--- config.mk ---
export PLATFORM = sky130hd
export DESIGN_NAME = fbreg_bank
export DESIGN_NICKNAME = d
export VERILOG_FILES = /design/src/rtl/fbreg_pkg.sv /design/src/rtl/fbreg_decode.sv /design/src/rtl/fbreg_file.sv /design/src/rtl/fbreg_seq.sv /design/src/rtl/fbreg_bank.sv
export SDC_FILE = /design/constraint.sdc
export NUM_CORES = 1
export LEC_CHECK = 0
export BUFFER_PORTS_ARGS = -buffer_cell sky130_fd_sc_hd__buf_2
export CAP_MARGIN = 20
export CORE_ASPECT_RATIO = 1.2
export CORE_MARGIN = 10
export CORE_UTILIZATION = 30
export CTS_BUF_LIST = sky130_fd_sc_hd__clkbuf_4
export DETAILED_ROUTE_END_ITERATION = 8
export SETUP_SLACK_MARGIN = 0.05
export SLEW_MARGIN = 20
export SYNTH_ARGS = -nofsm -noshare
export SYNTH_HDL_FRONTEND = slang
export SYNTH_SLANG_ARGS = --single-unit
--- constraint.sdc ---
create_clock -name clk -period 2.4 [get_ports clk]
set_input_delay 0.6 -clock clk [delete_from_list [all_inputs] [get_ports clk]]
set_output_delay 0.6 -clock clk [all_outputs]
set_load 0.02 [all_outputs]
--- src/rtl/fbreg_pkg.sv ---
package fbreg_pkg;

    localparam int REG_COUNT = 13;
    localparam int IDX_W     = 4;

    // word indices; the order is the software-visible map
    localparam logic [IDX_W-1:0] IX_CTRL    = 4'd0;
    localparam logic [IDX_W-1:0] IX_HACT    = 4'd1;
    localparam logic [IDX_W-1:0] IX_HSON    = 4'd2;
    localparam logic [IDX_W-1:0] IX_HSOFF   = 4'd3;
    localparam logic [IDX_W-1:0] IX_HTOT    = 4'd4;
    localparam logic [IDX_W-1:0] IX_VACT    = 4'd5;
    localparam logic [IDX_W-1:0] IX_VSON    = 4'd6;
    localparam logic [IDX_W-1:0] IX_VSOFF   = 4'd7;
    localparam logic [IDX_W-1:0] IX_VTOT    = 4'd8;
    localparam logic [IDX_W-1:0] IX_BASE    = 4'd9;
    localparam logic [IDX_W-1:0] IX_BASE_RO = 4'd10;
    localparam logic [IDX_W-1:0] IX_BURST   = 4'd11;
    localparam logic [IDX_W-1:0] IX_PIXCLK  = 4'd12;

    typedef enum logic [2:0] {
        ST_IDLE,
        ST_ACCEPT,
        ST_RESIZE,
        ST_REFRESH,
        ST_FAULT
    } acc_state_e;

endpackage

--- src/rtl/fbreg_decode.sv ---
module fbreg_decode
    import fbreg_pkg::*;
#(
    parameter int ADDR_W = 32
) (
    input  logic [ADDR_W-1:0] addr,
    output logic [IDX_W-1:0]  idx,
    output logic              hit
);
    localparam int WORD_W = ADDR_W - 2;
    localparam logic [WORD_W-1:0] LIMIT = WORD_W'(REG_COUNT);

    logic [WORD_W-1:0] word;
    logic              unused_byte_lane;

    assign word             = addr[ADDR_W-1:2];
    assign unused_byte_lane = ^addr[1:0];
    assign hit              = (word < LIMIT);
    assign idx              = word[IDX_W-1:0];

endmodule

--- src/rtl/fbreg_file.sv ---
module fbreg_file
    import fbreg_pkg::*;
#(
    parameter int                DATA_W    = 32,
    parameter logic [DATA_W-1:0] ADDR_MASK = '1,
    parameter logic [DATA_W-1:0] RST_HRES  = DATA_W'(640),
    parameter logic [DATA_W-1:0] RST_VRES  = DATA_W'(480)
) (
    input  logic                             clk,
    input  logic                             rst_n,
    input  logic                             wr_en,
    input  logic [IDX_W-1:0]                 wr_idx,
    input  logic [DATA_W-1:0]                wr_data,
    output logic [REG_COUNT-1:0][DATA_W-1:0] regs
);
    function automatic logic [DATA_W-1:0] reset_word(input int i);
        if (i == int'(IX_CTRL)) return DATA_W'(1);
        if (i == int'(IX_HACT)) return RST_HRES;
        if (i == int'(IX_VACT)) return RST_VRES;
        return '0;
    endfunction

    for (genvar g = 0; g < REG_COUNT; g++) begin : g_reg
        if (g == int'(IX_BASE_RO)) begin : g_shadow
            // no storage: mirrors the base word
            assign regs[g] = regs[IX_BASE];
        end else begin : g_store
            localparam logic [DATA_W-1:0] RV   = reset_word(g);
            localparam logic [DATA_W-1:0] KEEP =
                (g == int'(IX_BASE)) ? ADDR_MASK : {DATA_W{1'b1}};
            logic [DATA_W-1:0] q;
            always_ff @(posedge clk or negedge rst_n) begin
                if (!rst_n) begin
                    q <= RV;
                end else if (wr_en && wr_idx == IDX_W'(g)) begin
                    q <= wr_data & KEEP;
                end
            end
            assign regs[g] = q;
        end
    end

endmodule

--- src/rtl/fbreg_seq.sv ---
module fbreg_seq
    import fbreg_pkg::*;
(
    input  logic clk,
    input  logic rst_n,
    input  logic we,
    input  logic re,
    input  logic hit,
    input  logic is_ro,
    input  logic is_base,
    input  logic base_bad,
    input  logic is_res,
    input  logic enabled,
    output logic resize_p,
    output logic inval_p,
    output logic err_p
);
    acc_state_e state, nxt;

    always_comb begin
        nxt = ST_IDLE;
        if (we) begin
            if (!hit || is_ro || base_bad) nxt = ST_FAULT;
            else if (is_base)              nxt = ST_REFRESH;
            else if (is_res && enabled)    nxt = ST_RESIZE;
            else                           nxt = ST_ACCEPT;
        end else if (re) begin
            nxt = hit ? ST_ACCEPT : ST_FAULT;
        end
    end

    always_ff @(posedge clk or negedge rst_n) begin
        if (!rst_n) state <= ST_IDLE;
        else        state <= nxt;
    end

    always_comb begin
        resize_p = 1'b0;
        inval_p  = 1'b0;
        err_p    = 1'b0;
        unique case (state)
            ST_IDLE:    ;
            ST_ACCEPT:  ;
            ST_RESIZE:  resize_p = 1'b1;
            ST_REFRESH: inval_p  = 1'b1;
            ST_FAULT:   err_p    = 1'b1;
            default:    ;
        endcase
    end

endmodule

--- src/rtl/fbreg_bank.sv ---
module fbreg_bank
    import fbreg_pkg::*;
#(
    parameter int                ADDR_W    = 32,
    parameter int                DATA_W    = 32,
    parameter int                ALIGN_LG2 = 5,
    parameter logic [DATA_W-1:0] ADDR_MASK = '1,
    parameter logic [DATA_W-1:0] FB_OFFSET = '0,
    parameter logic [DATA_W-1:0] RST_HRES  = DATA_W'(640),
    parameter logic [DATA_W-1:0] RST_VRES  = DATA_W'(480)
) (
    input  logic              clk,
    input  logic              rst_n,
    input  logic              bus_we,
    input  logic              bus_re,
    input  logic [ADDR_W-1:0] bus_addr,
    input  logic [DATA_W-1:0] bus_wdata,
    output logic [DATA_W-1:0] bus_rdata,
    output logic              ctl_enable,
    output logic [DATA_W-1:0] h_active,
    output logic [DATA_W-1:0] h_sync_on,
    output logic [DATA_W-1:0] h_sync_off,
    output logic [DATA_W-1:0] h_total,
    output logic [DATA_W-1:0] v_active,
    output logic [DATA_W-1:0] v_sync_on,
    output logic [DATA_W-1:0] v_sync_off,
    output logic [DATA_W-1:0] v_total,
    output logic [DATA_W-1:0] fb_base,
    output logic [DATA_W-1:0] fetch_addr,
    output logic [DATA_W-1:0] burst_len,
    output logic [DATA_W-1:0] pix_clk_cfg,
    output logic              resize_pulse,
    output logic              inval_pulse,
    output logic              err_pulse
);
    logic [IDX_W-1:0]                 idx;
    logic                             hit;
    logic                             is_base, is_ro, is_res, base_bad, commit;
    logic [REG_COUNT-1:0][DATA_W-1:0] regs;
    logic [DATA_W-1:0]                rd_word;

    fbreg_decode #(.ADDR_W(ADDR_W)) u_dec (
        .addr (bus_addr),
        .idx  (idx),
        .hit  (hit)
    );

    assign is_base  = hit && (idx == IX_BASE);
    assign is_ro    = hit && (idx == IX_BASE_RO);
    assign is_res   = hit && ((idx == IX_HACT) || (idx == IX_VACT));
    assign base_bad = is_base && (|bus_wdata[ALIGN_LG2-1:0]);
    assign commit   = bus_we && hit && !is_ro && !base_bad;

    fbreg_file #(
        .DATA_W    (DATA_W),
        .ADDR_MASK (ADDR_MASK),
        .RST_HRES  (RST_HRES),
        .RST_VRES  (RST_VRES)
    ) u_file (
        .clk     (clk),
        .rst_n   (rst_n),
        .wr_en   (commit),
        .wr_idx  (idx),
        .wr_data (bus_wdata),
        .regs    (regs)
    );

    fbreg_seq u_seq (
        .clk      (clk),
        .rst_n    (rst_n),
        .we       (bus_we),
        .re       (bus_re),
        .hit      (hit),
        .is_ro    (is_ro),
        .is_base  (is_base),
        .base_bad (base_bad),
        .is_res   (is_res),
        .enabled  (ctl_enable),
        .resize_p (resize_pulse),
        .inval_p  (inval_pulse),
        .err_p    (err_pulse)
    );

    always_comb begin
        rd_word = '0;
        for (int i = 0; i < REG_COUNT; i++) begin
            if (hit && idx == IDX_W'(i)) rd_word = regs[i];
        end
    end

    always_ff @(posedge clk or negedge rst_n) begin
        if (!rst_n)                  bus_rdata <= '0;
        else if (bus_re && !bus_we)  bus_rdata <= rd_word;
    end

    assign ctl_enable  = !regs[IX_CTRL][0];
    assign h_active    = regs[IX_HACT];
    assign h_sync_on   = regs[IX_HSON];
    assign h_sync_off  = regs[IX_HSOFF];
    assign h_total     = regs[IX_HTOT];
    assign v_active    = regs[IX_VACT];
    assign v_sync_on   = regs[IX_VSON];
    assign v_sync_off  = regs[IX_VSOFF];
    assign v_total     = regs[IX_VTOT];
    assign fb_base     = regs[IX_BASE];
    assign fetch_addr  = regs[IX_BASE] + FB_OFFSET;
    assign burst_len   = regs[IX_BURST];
    assign pix_clk_cfg = regs[IX_PIXCLK];

endmodule

---- Word level (Yosys, flattened, before mapping) ----
Index checks and enable logic that the tools add are counted.
operators by class
  bitwise logic cells ..................... 0
  multiply operators ...................... 0
  mux-type cells .......................... 22
  reductions and logical operators ........ 42
  div/mod/pow operators ................... 0
  eq/ne operators ......................... 15
  shift-type cells ........................ 0
  order comparisons ....................... 1
  $add $sub $neg .......................... 0
operators by type and width
  cell                                                                    number
  32-bit two-way mux                                                      13
  1-bit logical AND                                                       32
  30-bit by 4-bit < comparator with 1-bit output (second input constant)  1
  4-bit equality test (second input constant)                             5
  4-bit by 3-bit equality test with 1-bit output (second input constant)  4
  3-bit two-way mux                                                       5
  4-bit by 2-bit equality test with 1-bit output (second input constant)  2
  3-bit by 2-bit equality test with 1-bit output (second input constant)  2
  1-bit zero test                                                         5
  5-bit OR reduction                                                      1
  4-bit by 1-bit equality test with 1-bit output (second input constant)  1
  4-bit zero test                                                         1
  3-bit equality test (second input constant)                             1
  1-bit logical OR                                                        3
  1-bit two-way mux                                                       3
  2-bit two-way mux                                                       1
storage, ports and cells
  memories kept ........................... 0
  register bits after elaboration ......... 419
  memory bits (read-only) ................. 0
  output and inout bits ................... 420
  bits in latches ......................... 0
  RAM bits ................................ 0
  logic and storage cells ................. 94

---- Depth between registers and ports, before layout ----
  depth in word-level cells ............... 15
  depth in mapped cells ................... 10

---- Hierarchy ----
Synthesis repeated with hierarchy kept, for this count alone.
second synthesis, totals
  cell total of the unflattened synthesis .. 1701
  area total of the unflattened synthesis .. 20778.7 µm²
by module, submodules not included
  module        cells an instance  seq. area each (µm²)  times used  area an instance (µm²)
  fbreg_file    890                9618.0                1           14742.9
  fbreg_bank    782                800.8                 1           5764.3
  fbreg_seq     14                 75.1                  1           157.7
  fbreg_decode  15                 0.0                   1           113.9

---- Worst setup path before layout ----
OpenSTA, ideal clock, no wires.
  path type ............................... input to register
  start point ............................. input bus_addr[30]
  end point ............................... register u_file.g_reg[2].g_store.q[21]
  data arrival time ....................... 2.694 ns
  setup time .............................. 0.125 ns
  stages .................................. 7
  slack ................................... -0.419 ns
  data required time ...................... 2.275 ns
  buffers on the path ..................... 1
  cells stage by stage .................... nor4_2 nand4_2 nor2_2 nand2_2 nor4_4 buf_2 mux2_2
between the ends
  word-level cells in the longest chain between the ends .. 6
ends and longest elaborated chain
  element                                               RTL line                            source
  from (decl)                                           fbreg_bank.sv:16                    input logic [ADDR_W-1:0] bus_addr,
  30-bit by 4-bit < comparator with 1-bit output *      fbreg_decode.sv:18                  assign hit = (word < LIMIT);
  1-bit logical AND, on equally long branches           fbreg_bank.sv:49, fbreg_bank.sv:48
  1-bit zero test or 1-bit logical AND (tied branches)  fbreg_bank.sv:52, fbreg_bank.sv:51
  1-bit logical AND or 1-bit zero test (tied branches)  fbreg_bank.sv:52                    assign commit = bus_we && hit && !is_ro && !base_bad;
  1-bit logical AND *                                   fbreg_bank.sv:52
  1-bit logical AND *                                   fbreg_file.sv:35                    end else if (wr_en && wr_idx == IDX_W'(g)) begin
  to (signal assigned)                                  fbreg_file.sv:36                    q <= wr_data & KEEP;
  to (decl)                                             fbreg_file.sv:31                    logic [DATA_W-1:0] q;
Mark *: on every way between the ends. The rest lies on a longest branch, timed or not.
A chain may end at the register's enable or synchronous reset.

---- Worst setup path in the final report ----
  start point ............................. register u_seq.state[0]
  end point ............................... output err_pulse
between the ends
  word-level cells in the longest chain between the ends .. 2
ends and longest elaborated chain
  element                 RTL line          source
  from (decl)             fbreg_seq.sv:18   acc_state_e state, nxt;
  from (signal assigned)  fbreg_seq.sv:34   else state <= nxt;
  3-bit equality test     fbreg_seq.sv:41   unique case (state)
  1-bit two-way mux       fbreg_seq.sv:41
  to (decl)               fbreg_bank.sv:34  output logic err_pulse
Every way passes these cells.

==> qor.txt <==
Worst Setup EP: err_pulse
IO Count: 488
WP data required: 1.80 ns
Reg2Reg Depth: 5
Crit-path cells: nor3b_4 -> buf_6
FMAX: 415.2 MHz
CTS tree: yes
Die area: 0.08482 mm^2
Synth area leader: dfrtp_1
Mean post-synth cell area: 11.98 um^2
Share of layout cells above drive strength 1: 59.30%
GR Util All Layers: 21.83%
Synth top area share: 46.74%
Final wirelength: 95180 um
Port bufs: 485
Worst vdd ir: 330.9 uV
GP Congestion: 0.8739
Total gr overflow: 0
Setup ws final: -0.008738 ns
Die height: 317.0 um
Num rows: 108
DRT Pass-1 Iters: 6
Skew-Pair Late Insertion Delay: 0.94 ns
Layout fillers: 7090
DR iter-0 viols: 1378
Final Max Slew Viols: 0
Final min period: 2.409 ns
Final hold vios: 0
Dominant cells by area after synthesis: dfrtp_1 47%, mux2_2 19%, buf_4 13%
Post-synth EDFFs: 0
Setup slack at placement: -0.8494 ns
Clock Skews: 0.07309 ns
CP Capture Type: primary output
Top cells by count, synth: 412 x dfrtp_1, 384 x buf_4, 366 x mux2_2
Largest net degree at the start of global routing: 63
RSZ-0062 raised after global routing: yes
R2r endpoint: bus_rdata[0]
Ys Warns: 0
Post-DP HPWL: 70050 um
Mapped Cells: 1841
Via/cell ratio: 5.232
Routed length per placed instance: 29.95 um
Initial antenna violation count: 4
Chip width: 267.5 um
Status: finished with violations
First-pass GRT wire length: 132300 um
#FFs+latches synth: 419
Initial Util: 30.40%
Top-count cell post-synth: dfrtp_1
DP Cell Count: 2958
Core area: 0.07256 mm^2
Num CTS Buffers: 114
Max-cap violations: 0
CTS max path bufs: 3
Worst Setup SP: u_seq.state[0]
Post-Syn Area: 0.02206 mm^2
Critical R2R Launch: u_file.g_reg[0].g_store.q[0]
Area growth syn-to-layout: 19.57%
Crit share post-route: 100.4%
Clock sinks: 419
Crit path arrival time: 1.81 ns
Vias in the first global route: 17740
Vias: 16630
Reg clk slew, reported paths: 0.06 ns
Measured slew at the worst slew-check pin: 0.7772 ns
DR DRC count: 0
Maximum fanout along the worst path: 3
Crit-path slowest cell: dfrtp_2
Clk Tree Root Cell: clkbuf_4
Seq/Total Area, Yosys: 47.57%
Nets: 2233
Worst Hold Class: in2reg
Ys async rst share: 100.0%
Setup violators final: 2
Layout Cells excl Fill: 3178
Post-Syn Nets: 1909
DRT antenna net count: 0
Pwr/cell area: 553.6 mW/mm^2
CTS H-tree depth: 3
Max-slew headroom: 47.99%
Startpoint types: register
Slowest cell delay on critical path: 0.44 ns
Critical path type: reg2out
Leak: 13.93 nW
R2r setup slk: 0.22 ns
Top FF cell, synth: dfrtp_1
Failing checks: negative setup slack
Synth unique cells: 64
[report_power, final]
group | switching, mW | leakage, nW | internal (mW)
Clock | 3.15 | 0.846 | 3.35
Sequential | 0.0271 | 5.79 | 7.09
Combinational | 0.661 | 7.29 | 0.320
Total | 3.84 | 13.9 | 10.8
[how the worst min path moves through the flow]
stage	slack, ns	start	endpoint	depth (start not counted)
global placement	0.46	u_file.g_reg[0].g_store.q[30]	u_file.g_reg[0].g_store.q[30]	1
global route	0.07	bus_wdata[13]	u_file.g_reg[8].g_store.q[13]	2
floorplan	0.30	rst_n	bus_rdata[0]	0
detailed placement	0.47	bus_rdata[0]	bus_rdata[0]	2
finish	0.10	bus_wdata[19]	u_file.g_reg[2].g_store.q[19]	2
CTS	0.00005	bus_wdata[21]	u_file.g_reg[6].g_store.q[21]	2
[final cells by class]
class	count	area [um^2]	share of cell area, %
well taps	935	1170	4.435
inverters	7	26.28	0.09962
diodes	2	5.005	0.01897
flip-flops and latches	419	10500	39.80
clock buffers	166	1246	4.725
clock inverters	26	168.9	0.6404
multi-input cells	902	8436	31.98
repair buffers	721	4826	18.30
[sequential cells by signal, indices dropped and copies added (netlist names)]
name                cells
u_file.g.g_store.q    384
u_seq.state             3
bus_rdata              32
[per-stage QoR]
step | instance area [um^2] | setup TNS, ns | util (%) | total power, mW | hold slack [ns]
2_1_floorplan | 22470 | -38.68 | - | 7.579 | 0.3044
4_1_cts | 26360 | -0.4250 | 36.32 | 14.83 | 0.00004619
3_3_place_gp | 24640 | -203.89 | 33.95 | 8.188 | 0.4598
6_report | 26380 | -0.01681 | 36.35 | 14.60 | 0.1031
3_5_place_dp | 24640 | -221.34 | 33.95 | 8.206 | 0.4728
5_1_grt | 26370 | -0.1980 | 36.35 | 15.21 | 0.06700
[kinds of logic after synthesis]
group | share of synthesized area (%)
buffers and inverters | 15.56
AND/OR/NAND/NOR | 6.234
multiplexers | 23.07
AO/OA/AOI/OAI | 7.561
flip-flops | 47.57
[timing repair]
item	4_1_cts	5_1_grt
setup endpoints to repair	12	15
hold buffers	22	0
resized for setup	23	1
setup buffers	2	3
pin swaps	1	2
endpoints found under the hold margin	238	0
[critical path, delay by kind of cell (launching register included)]
family / cells / cell delay [ns]
flops: 1 / 0.44
simple gates: 1 / 0.28
buf+inv: 1 / 0.16
[layout by cell type, fill, tap and decap left out, types with 14 or more instances in the layout]
master / count
mux2_1: 19
dfrtp_1: 408
mux2_2: 366
dlygate4sd3_1: 22
a21oi_1: 37
buf_4: 175
nor2_1: 59
o21ai_0: 31
nor3_1: 18
nor4_4: 14
clkbuf_4: 166
buf_12: 41
or3_1: 16
o22ai_1: 19
buf_2: 475
a222oi_1: 15
nand4_1: 17
nand2_1: 50
mux4_2: 28
clkinv_1: 16
[routing by layer]
layer / global-route usage (%) / vias up / routed length [um]
li1: - / 6958 / -
met1: 25.18 / 8661 / 36890
met2: 36.45 / 815 / 46370
met3: 6.970 / 192 / 7963
met4: 10.25 / 0 / 3951
met5: 0 / - / 0
(Power assumes the default switching activity.)
